==> config.mk <==
export PLATFORM = sky130hd
export DESIGN_NAME = useq_addr_gen
export DESIGN_NICKNAME = d
export VERILOG_FILES = /design/src/rtl/useq_pkg.sv /design/src/rtl/useq_src_mux.sv /design/src/rtl/useq_upc.sv /design/src/rtl/useq_lifo.sv /design/src/rtl/useq_addr_gen.sv
export SDC_FILE = /design/constraint.sdc
export NUM_CORES = 1
export LEC_CHECK = 0
export BUFFER_PORTS_ARGS = -buffer_cell sky130_fd_sc_hd__clkbuf_2
export CORE_UTILIZATION = 50
export DETAILED_ROUTE_END_ITERATION = 8
export GPL_TIMING_DRIVEN = 0
export PLACE_DENSITY_LB_ADDON = 0.05
export SLEW_MARGIN = 0
export SYNTH_ARGS = -nofsm -noshare
export SYNTH_HDL_FRONTEND = slang
export SYNTH_SLANG_ARGS = --single-unit
==> constraint.sdc <==
create_clock -name clk -period 3.75 [get_ports clk]
set_input_delay 0.5625 -clock clk [delete_from_list [all_inputs] [get_ports clk]]
set_output_delay 0.5625 -clock clk [all_outputs]
set_load 0.005 [all_outputs]
==> src/rtl/useq_pkg.sv <==
// Package: shared encodings for the microprogram sequencer.
// Assumes a 2-bit source select drives the output multiplexer.
package useq_pkg;
    typedef enum logic [1:0] {
        SRC_UPC    = 2'b00,
        SRC_AREG   = 2'b01,
        SRC_STACK  = 2'b10,
        SRC_DIRECT = 2'b11
    } src_e;
endpackage

==> src/rtl/useq_src_mux.sv <==
// Module: per-bit four-way source multiplexer with OR mask and zero force.
// Assumes all sources are already stable in the cycle; purely combinational.
module useq_src_mux #(
    parameter int AW = 12
) (
    input  logic [1:0]    sel,
    input  logic [AW-1:0] upc,
    input  logic [AW-1:0] areg,
    input  logic [AW-1:0] stk_top,
    input  logic [AW-1:0] direct,
    input  logic [AW-1:0] or_mask,
    input  logic          zero_n,
    output logic [AW-1:0] y
);
    import useq_pkg::*;

    src_e src;
    assign src = src_e'(sel);

    // One slice per address bit, as a stack of bit-slice parts would do.
    for (genvar b = 0; b < AW; b++) begin : g_bit
        logic picked;
        // Choose this bit from the selected source.
        always_comb begin
            unique case (src)
                SRC_UPC:    picked = upc[b];
                SRC_AREG:   picked = areg[b];
                SRC_STACK:  picked = stk_top[b];
                default:    picked = direct[b];
            endcase
        end
        // Apply the mask, then the zero override.
        assign y[b] = zero_n & (picked | or_mask[b]);
    end
endmodule

==> src/rtl/useq_upc.sv <==
// Module: microprogram counter that reloads with the emitted address plus one.
// Assumes the incrementer carry-in is permanently one.
module useq_upc #(
    parameter int AW = 12
) (
    input  logic          clk,
    input  logic          rst_n,
    input  logic [AW-1:0] y,
    output logic [AW-1:0] upc
);
    logic [AW-1:0] next_upc;

    // Increment the address; the carry-out is dropped, so it wraps.
    assign next_upc = y + AW'(1);

    // Register the incremented address every edge.
    always_ff @(posedge clk) begin
        if (!rst_n) upc <= '0;
        else        upc <= next_upc;
    end
endmodule

==> src/rtl/useq_lifo.sv <==
// Module: small return-address stack with saturating pointer.
// Assumes push on full overwrites the top and pop on empty is a no-op;
// an empty stack presents zero at its top output.
module useq_lifo #(
    parameter int AW    = 12,
    parameter int DEPTH = 4
) (
    input  logic          clk,
    input  logic          rst_n,
    input  logic          en_n,
    input  logic          push,
    input  logic [AW-1:0] din,
    output logic [AW-1:0] top
);
    localparam int PW = $clog2(DEPTH + 1);

    logic [PW-1:0] cnt;
    logic [AW-1:0] mem [DEPTH];
    logic          do_push;
    logic          do_pop;
    logic          full;
    logic [PW-1:0] wr_idx;

    // Decode the stack command.
    assign do_push = !en_n && push;
    assign do_pop  = !en_n && !push;
    assign full    = (cnt == PW'(DEPTH));
    assign wr_idx  = full ? PW'(DEPTH - 1) : cnt;

    // Track occupancy; saturate at both ends.
    always_ff @(posedge clk) begin
        if (!rst_n)                       cnt <= '0;
        else if (do_push && !full)        cnt <= cnt + PW'(1);
        else if (do_pop && cnt != '0)     cnt <= cnt - PW'(1);
    end

    // One write port per entry.
    for (genvar i = 0; i < DEPTH; i++) begin : g_ent
        // Store the pushed address into the addressed entry.
        always_ff @(posedge clk) begin
            if (do_push && wr_idx == PW'(i)) mem[i] <= din;
        end
    end

    // Present the current top, or zero when empty.
    always_comb begin
        top = '0;
        for (int i = 0; i < DEPTH; i++) begin
            if (cnt == PW'(i + 1)) top = mem[i];
        end
    end
endmodule

==> src/rtl/useq_addr_gen.sv <==
// Module: top of the next-microaddress sequencer.
// Assumes src_sel, stack controls and r_in come from the pipeline register
// and d_in from the opcode mapping table; only cs_addr reaches the store.
module useq_addr_gen #(
    parameter int AW    = 12,
    parameter int DEPTH = 4,
    parameter int CS_AW = 9
) (
    input  logic          clk,
    input  logic          rst_n,
    input  logic [1:0]    src_sel,
    input  logic          stk_en_n,
    input  logic          stk_push,
    input  logic [AW-1:0] r_in,
    input  logic [AW-1:0] d_in,
    input  logic [AW-1:0] or_mask,
    input  logic          zero_n,
    output logic [AW-1:0] y,
    output logic [CS_AW-1:0] cs_addr
);
    logic [AW-1:0] upc;
    logic [AW-1:0] areg;
    logic [AW-1:0] stk_top;

    // Address register: enable tied active, so it follows r_in each edge.
    always_ff @(posedge clk) begin
        if (!rst_n) areg <= '0;
        else        areg <= r_in;
    end

    useq_upc #(.AW(AW)) u_upc (
        .clk   (clk),
        .rst_n (rst_n),
        .y     (y),
        .upc   (upc)
    );

    useq_lifo #(.AW(AW), .DEPTH(DEPTH)) u_lifo (
        .clk   (clk),
        .rst_n (rst_n),
        .en_n  (stk_en_n),
        .push  (stk_push),
        .din   (upc),
        .top   (stk_top)
    );

    useq_src_mux #(.AW(AW)) u_mux (
        .sel     (src_sel),
        .upc     (upc),
        .areg    (areg),
        .stk_top (stk_top),
        .direct  (d_in),
        .or_mask (or_mask),
        .zero_n  (zero_n),
        .y       (y)
    );

    // Control-store address is the low slice of the microaddress.
    assign cs_addr = y[CS_AW-1:0];
endmodule

==> results of run 1 <==
## per-stage QoR
step                      area [um2]  worst slack, ns  cells  utilization, %  hold WS [ns]
after floorplan                 3560            0.768    305               -         0.456
after global placement          3980            0.115    462            58.3         0.495
after detailed placement        4000           0.0583    464            58.6         0.504
after CTS                       4240           0.0186    482            62.0         0.407
after global routing            4250           0.0240    483            62.3         0.410
final                           4250            0.208    483            62.3         0.421
## worst max-delay path by stage
stage | endpoint | slack [ns]
floorplan | u_upc.upc[8]$_SDFF_PN0_ | 0.77
global placement | u_upc.upc[8]$_SDFF_PN0_ | 0.12
detailed placement | u_upc.upc[8]$_SDFF_PN0_ | 0.06
CTS | y[8] | 0.02
global route | y[8] | 0.02
finish | y[8] | 0.21
## layer usage
metal | share of wire (%) | vias to the layer above | wire [um]
li1 | - | 1274 | -
met1 | 49 | 1253 | 3880
met2 | 45 | 69 | 3620
met3 | 4.7 | 9 | 374
met4 | 1.3 | 0 | 105
met5 | 0 | - | 0
## sequential cells by signal, indices dropped and copies added (netlist names)
| signal | flops |
|---|---|
| u_lifo.cnt | 3 |
| u_upc.upc | 12 |
| areg | 12 |
| u_lifo.mem | 48 |
## Yosys cell counts, drive strengths merged
| cell | count |
|---|---|
| clkbuf | 11 |
| nor4b | 2 |
| buf | 15 |
| nor2 | 17 |
| nand3b | 4 |
| edfxtp | 48 |
| o22ai | 1 |
| a211oi | 2 |
| nand2b | 2 |
| a221o | 1 |
| a21o | 2 |
| a22o | 6 |
| nand4b | 1 |
| nand2 | 14 |
| or2 | 5 |
| a31oi | 4 |
| nor3b | 1 |
| o211a | 1 |
| o2bb2ai | 2 |
| xnor2 | 7 |
| mux2 | 1 |
| o21ai | 22 |
| mux2i | 11 |
| o211ai | 7 |
| nor4 | 3 |
| and2 | 23 |
| a221oi | 8 |
| nor2b | 1 |
| nand3 | 3 |
| nor3 | 1 |
| nand4 | 1 |
| or4 | 1 |
| inv | 10 |
| a211o | 3 |
| o21a | 5 |
| a32oi | 1 |
| a21oi | 23 |
| ha | 7 |
| dfxtp | 27 |
| and4 | 1 |
## repair_timing
item	CTS	global route
buffers inserted	2	1
setup endpoints to repair	9	7
pin swaps	1	1
resized for setup	1	3
hold buffers	0	0
## power by group through the flow
stage | Combinational, mW | Sequential, mW | Clock, mW
3_5_place_dp | 0.413 | 0.988 | 0
4_1_cts | 0.424 | 0.969 | 0.682
6_report | 0.428 | 0.970 | 0.671
2_1_floorplan | 0.280 | 0.975 | 0
5_1_grt | 0.473 | 0.975 | 0.733
3_3_place_gp | 0.403 | 0.986 | 0
## worst max-delay path: cells and delay by family (launching register included)
family / cells / cell delay (ns)
buffers and inverters: 7 / 1.12
AOI/OAI and AO/OA: 3 / 0.70
DFF: 1 / 0.38
and+or+nand+nor: 1 / 0.24
adders and majority gates: 1 / 0.19
## final cells by class
| type | count | area, um2 |
|---|---|---|
| buffer | 26 | 154 |
| clock buffer | 10 | 128 |
| clock inverter | 6 | 88.8 |
| fill | 601 | 2580 |
| inverter | 10 | 37.5 |
| multi-input combinational | 194 | 1400 |
| sequential | 75 | 1980 |
| tap | 96 | 120 |
| timing repair buffer | 66 | 343 |
## placed cells by master (no fill, tap or decap), types with 2 or more instances in the layout
master / netlist / final
o211ai_2: 3 / 3
clkbuf_1: 10 / 10
bufinv_16: 0 / 2
nor4b_4: 2 / 2
a21oi_1: 22 / 22
a211oi_1: 2 / 2
mux2i_1: 11 / 11
o21ai_1: 2 / 3
o21a_1: 5 / 5
ha_1: 7 / 7
nand3_1: 3 / 3
or2_2: 5 / 5
dfxtp_1: 27 / 27
and2_1: 23 / 23
clkbuf_2: 1 / 63
xnor2_1: 7 / 7
o211ai_1: 3 / 3
nor2_1: 17 / 17
a211o_1: 3 / 3
a21o_1: 2 / 2
a31oi_1: 4 / 4
nand2_1: 14 / 14
inv_1: 10 / 10
o21ai_0: 20 / 19
edfxtp_1: 48 / 48
a221oi_1: 8 / 7
nand3b_1: 4 / 4
nor4_2: 1 / 2
buf_4: 13 / 18
a22o_1: 6 / 6
clkbuf_8: 0 / 9
## kinds of logic after synthesis
group	share of synthesized area, %
xor gates and xnor gates	1.72
and+or+nand+nor	13.9
adders and majority gates	2.46
buffers and inverters	5.28
DFF	55.7
muxes	3.41
AOI/OAI and AO/OA	17.5
==> flow_metrics.py, run 1 <==
metrics = {
    "status": {
        "status": "complete, no violations",
    },
    "die": {
        "die_h_um": 86.3,
        "die_w_um": 86.3,
        "coreArea_um2": 6830,
        "io_pins": 64,
        "initial_core_util_pct": 52.1,
        "num_rows": 30,
        "die_area_um2": 7460,
    },
    "timing": {
        "fmax_ghz": 0.282,
        "drv_slew": 0,
        "relSlewSlack_pct": 17.2,
        "setup_viol": 0,
        "worst_pin_slew_ns": 1.24,
        "setup-tns-final_ns": 0,
        "period_needed_ns": 3.54,
        "hold_violations": 0,
        "finalCritPeriodShare_pct": 94.5,
        "finalClockSkew_ns": 0.0144,
        "rsz0062_at_grt": "no",
    },
    "synthesis": {
        "synth_top_cell_by_area": "edfxtp_1",
        "synth_nets": 355,
        "mappedNetlistArea_um2": 3560,
        "synth_cell_types": 49,
        "synth_top_area_share_pct": 40.5,
        "ys_seq_area_share_pct": 55.7,
        "syn_avg_cell_area_um2": 11.7,
        "synthCells": 305,
        "ys_warn_count": 0,
        "synth_seq_cells": 75,
        "synth_area_leaders": "edfxtp_1 (41%), dfxtp_1 (15%), and2_1 (4.0%)",
    },
    "clocking": {
        "cts_tree": "done",
        "clkSinkCount": 75,
        "cts_buffers": 9,
        "insertion_delay_ns": 0.34,
        "htree_levels": 3,
        "clockRootBuffer": "clkbuf_8",
        "clk_path_buf_depth": 2,
        "clkTransAtPathRegs_ns": 0.08,
    },
    "place": {
        "io_buffers": 61,
        "gp_congestion": 0.794,
        "dp_hpwl_um": 5820,
    },
    "final_layout": {
        "area_growth_pct": 19.6,
        "antenna_cells_inserted": 0,
        "nets": 432,
        "drive_above_1_share_pct": 30.2,
    },
    "drt": {
        "drcViolationCount": 0,
        "avgRoutedWirePerCell_um": 16.5,
        "vias_per_cell": 5.39,
        "drt_wl_total_um": 7970,
        "via_count": 2605,
        "drtAntennaViolNets": 0,
        "dr.pass1.iters": 4,
        "drtIter0Drc": 193,
    },
    "run": {
        "maxCapViolCount": 0,
    },
    "critical_path": {
        "slowest_stage": "dfxtp_1",
        "crit_chain": "buf_4 > clkbuf_4 > inv_1 > ha_1 > buf_4 > clkbuf_2 > a22o_1 > a221oi_2 > o211ai_1 > and2_1 > buf_4 > clkbuf_2",
        "reg2reg_slack_ns": 0.40,
        "crit_fanout": 10,
        "worstPathArrival_ns": 2.98,
        "r2r_end": "u_upc.upc[8]$_SDFF_PN0_",
        "worstRegToRegCells": 14,
        "required_ns": 3.19,
        "cp_common_cell": "buf_4",
        "end_kind": "output pin",
        "r2r_start": "u_lifo.cnt[2]$_SDFFE_PN0P_",
        "cp-startpoint": "u_lifo.cnt[2]$_SDFFE_PN0P_",
        "crit_type": "flop to output pin",
        "max_stage_delay_ns": 0.38,
        "startpoint_type": "flop",
    },
    "worst_hold_path": {
        "worstHoldEndpoint": "areg[1]$_SDFF_PN0_",
        "min_delay_path_depth": 2,
        "min_from": "r_in[1]",
        "hold_class": "primary input to flop",
    },
    "grt": {
        "antenna_found_initial": 0,
        "grt_pass1_vias": 2435,
        "use_met2_pct": 35.7,
        "grt-busiest-layer": "met2",
        "grt_pass1_wl_um": 13100,
        "grt_max_degree": 14,
        "grt_use_met1_pct": 35.4,
        "gr-usage-met3_pct": 4.38,
        "gr-total-overflow": 0,
        "globalRouteTotalUtil_pct": 23.9,
    },
    "power": {
        "power.leakage_nw": 1.66,
        "switchingPower_mw": 0.569,
        "power-per-cell-area_nw_per_um2": 486,
        "switching_share_pct": 27.5,
        "power_frac_clock_pct": 32.4,
        "vdd_drop_max_mv": 0.205,
        "power_mw": 2.07,
        "sequentialPowerShare_pct": 46.9,
        "comb_power_share_pct": 20.7,
        "internal-power_mw": 1.50,
    },
}
Note: power is estimated with default switching activity, not from simulation.
==> inputs of run 2 (changes only) <==
BUFFER_PORTS_ARGS = -buffer_cell sky130_fd_sc_hd__buf_4   (was -buffer_cell sky130_fd_sc_hd__clkbuf_2)
==> flow_metrics.py, run 2 (synthesis gave the netlist of run 1 again) <==
metrics = {
    "critical_path": {
        "cp_common_cell": "buf_4",
        "crit_chain": "buf_4 > clkbuf_4 > inv_1 > ha_1 > buf_4 > a22o_1 > a221oi_1 > o211ai_2 > and2_1 > buf_4 > buf_4",
        "crit_type": "flop to output pin",
        "worstRegToRegCells": 14,
        "crit_family": "buffers and inverters",
        "max_stage_delay_ns": 0.47,
        "crit_fanout": 10,
        "required_ns": 3.19,
        "crit_cells": 11,
        "worstPathArrival_ns": 3.00,
        "slowest_stage": "a221oi_1",
        "r2r_start": "u_lifo.cnt[2]$_SDFFE_PN0P_",
        "end_kind": "output pin",
        "reg2reg_slack_ns": 0.36,
        "r2r_end": "u_upc.upc[8]$_SDFF_PN0_",
        "startpoint_type": "flop",
        "crit_buf_inv": 6,
    },
    "clocking": {
        "htree_levels": 3,
        "clockRootBuffer": "clkbuf_8",
        "insertion_delay_ns": 0.34,
        "clk_path_buf_depth": 2,
        "clkSinkCount": 75,
        "holdBufCountCts": 0,
        "cts_buffers": 9,
        "cts_tree": "done",
        "clkTransAtPathRegs_ns": 0.08,
    },
    "place": {
        "dp_hpwl_um": 5860,
        "io_buffers": 61,
        "pre_cts_slack_ns": 0.0799,
        "gp_congestion": 0.794,
    },
    "drt": {
        "drtIter0Drc": 151,
        "drcViolationCount": 0,
        "vias_per_cell": 5.42,
        "drtAntennaViolNets": 0,
        "dr.pass1.iters": 5,
        "drt_wl_total_um": 8080,
        "avgRoutedWirePerCell_um": 16.6,
        "via_count": 2635,
    },
    "final_layout": {
        "nets": 435,
        "antenna_cells_inserted": 0,
        "biggestRegsByFlops": "u_lifo.mem: 48 flops, areg: 12 flops, u_upc.upc: 12 flops",
        "final_common_cell": "buf_4",
        "area_growth_pct": 23.5,
        "utilization_pct": 64.3,
        "layout_common_cells": "buf_4 (82), edfxtp_1 (48), dfxtp_1 (27), and2_1 (23), a21oi_1 (22)",
        "drive_above_1_share_pct": 31.3,
        "largest_register": "u_lifo.mem",
        "largest_reg_flops": 48,
    },
    "status": {
        "status": "complete, no violations",
    },
    "power": {
        "power.leakage_nw": 1.70,
        "power-per-cell-area_nw_per_um2": 451,
        "vdd_drop_max_mv": 0.194,
    },
    "die": {
        "die_h_um": 86.3,
        "num_rows": 30,
        "die_w_um": 86.3,
        "coreArea_um2": 6830,
        "initial_core_util_pct": 52.1,
        "io_pins": 64,
        "die_area_um2": 7460,
    },
    "timing": {
        "setup-tns-final_ns": 0,
        "hold_violations": 0,
        "period_needed_ns": 3.56,
        "worst_pin_slew_ns": 1.21,
        "relSlewSlack_pct": 19.2,
        "setup_ws_ns": 0.192,
        "fmax_ghz": 0.281,
        "finalCritPeriodShare_pct": 94.9,
        "whs_ns": 0.421,
        "setup_viol": 0,
        "finalClockSkew_ns": 0.0121,
        "drv_slew": 0,
        "rsz0062_at_grt": "no",
    },
    "worst_hold_path": {
        "hold_class": "primary input to flop",
        "worstHoldEndpoint": "areg[1]$_SDFF_PN0_",
        "min_from": "r_in[1]",
        "min_delay_path_depth": 2,
    },
    "grt": {
        "gr-total-overflow": 0,
        "grt_pass1_vias": 2504,
        "grt_pass1_wl_um": 13100,
        "globalRouteTotalUtil_pct": 23.7,
        "grt_max_degree": 15,
        "antenna_found_initial": 0,
    },
    "run": {
        "maxCapViolCount": 0,
    },
}
==> run 2: timing repair <==
item                       CTS  global route
setup endpoints to repair    8            12
resized for setup            1             5
setup buffers                2             4
cloned                       0             0
pin swaps                    1             2
==> run 2: power breakdown <==
part           internal, mW  total [mW]  switching, mW
logic                 0.215       0.457          0.243
clock network         0.243       0.554          0.311
registers             0.937       0.970         0.0332
total                  1.39        1.98          0.587
==> run 2: cell type report <==
| class | instances | area [um2] |
|---|---|---|
| buffer | 26 | 154 |
| clock buffer | 9 | 124 |
| clock inverter | 7 | 52.6 |
| fill | 572 | 2440 |
| inverter | 10 | 37.5 |
| multi-input combinational | 194 | 1400 |
| sequential | 75 | 1980 |
| tap | 96 | 120 |
| timing repair buffer | 69 | 518 |
==> run 2: per-stage QoR <==
step / instance area (um2) / std cells / power (mW)
after CTS: 4350 / 482 / 1.98
final: 4390 / 486 / 1.98
after global placement: 4140 / 462 / 1.41
after global routing: 4390 / 486 / 2.08
after floorplan: 3560 / 305 / 1.26
after detailed placement: 4160 / 464 / 1.42
==> run 2: worst register-to-register path: stages (launching register included) <==
cell       delay, ns
dfxtp_1         0.38
buf_4           0.20
clkbuf_4        0.23
inv_1           0.09
ha_1            0.19
buf_4           0.17
nor4b_4         0.29
buf_4           0.19
a221oi_1        0.13
o2bb2ai_4       0.27
ha_1            0.24
nand4_1         0.25
nor4b_4         0.40
xnor2_1         0.16
nor2_1          0.05
==> run 2: per-layer routing <==
metal	track usage (%)	share of wire, %
met1	34.5	48
met2	37.2	46
met3	3.14	4.8
met4	6.82	1.2
met5	0	0
==> run 2: how the worst max path moves through the flow <==
stage                         endpoint                        from  slack, ns
6_report                          y[2]  u_lifo.cnt[2]$_SDFFE_PN0P_       0.19
3_3_place_gp   u_upc.upc[8]$_SDFF_PN0_  u_lifo.cnt[2]$_SDFFE_PN0P_        0.1
5_1_grt                           y[2]  u_lifo.cnt[2]$_SDFFE_PN0P_       0.01
3_5_place_dp   u_upc.upc[8]$_SDFF_PN0_  u_lifo.cnt[2]$_SDFFE_PN0P_       0.08
2_1_floorplan  u_upc.upc[8]$_SDFF_PN0_  u_lifo.cnt[2]$_SDFFE_PN0P_       0.77
4_1_cts                           y[8]  u_lifo.cnt[2]$_SDFFE_PN0P_       0.03
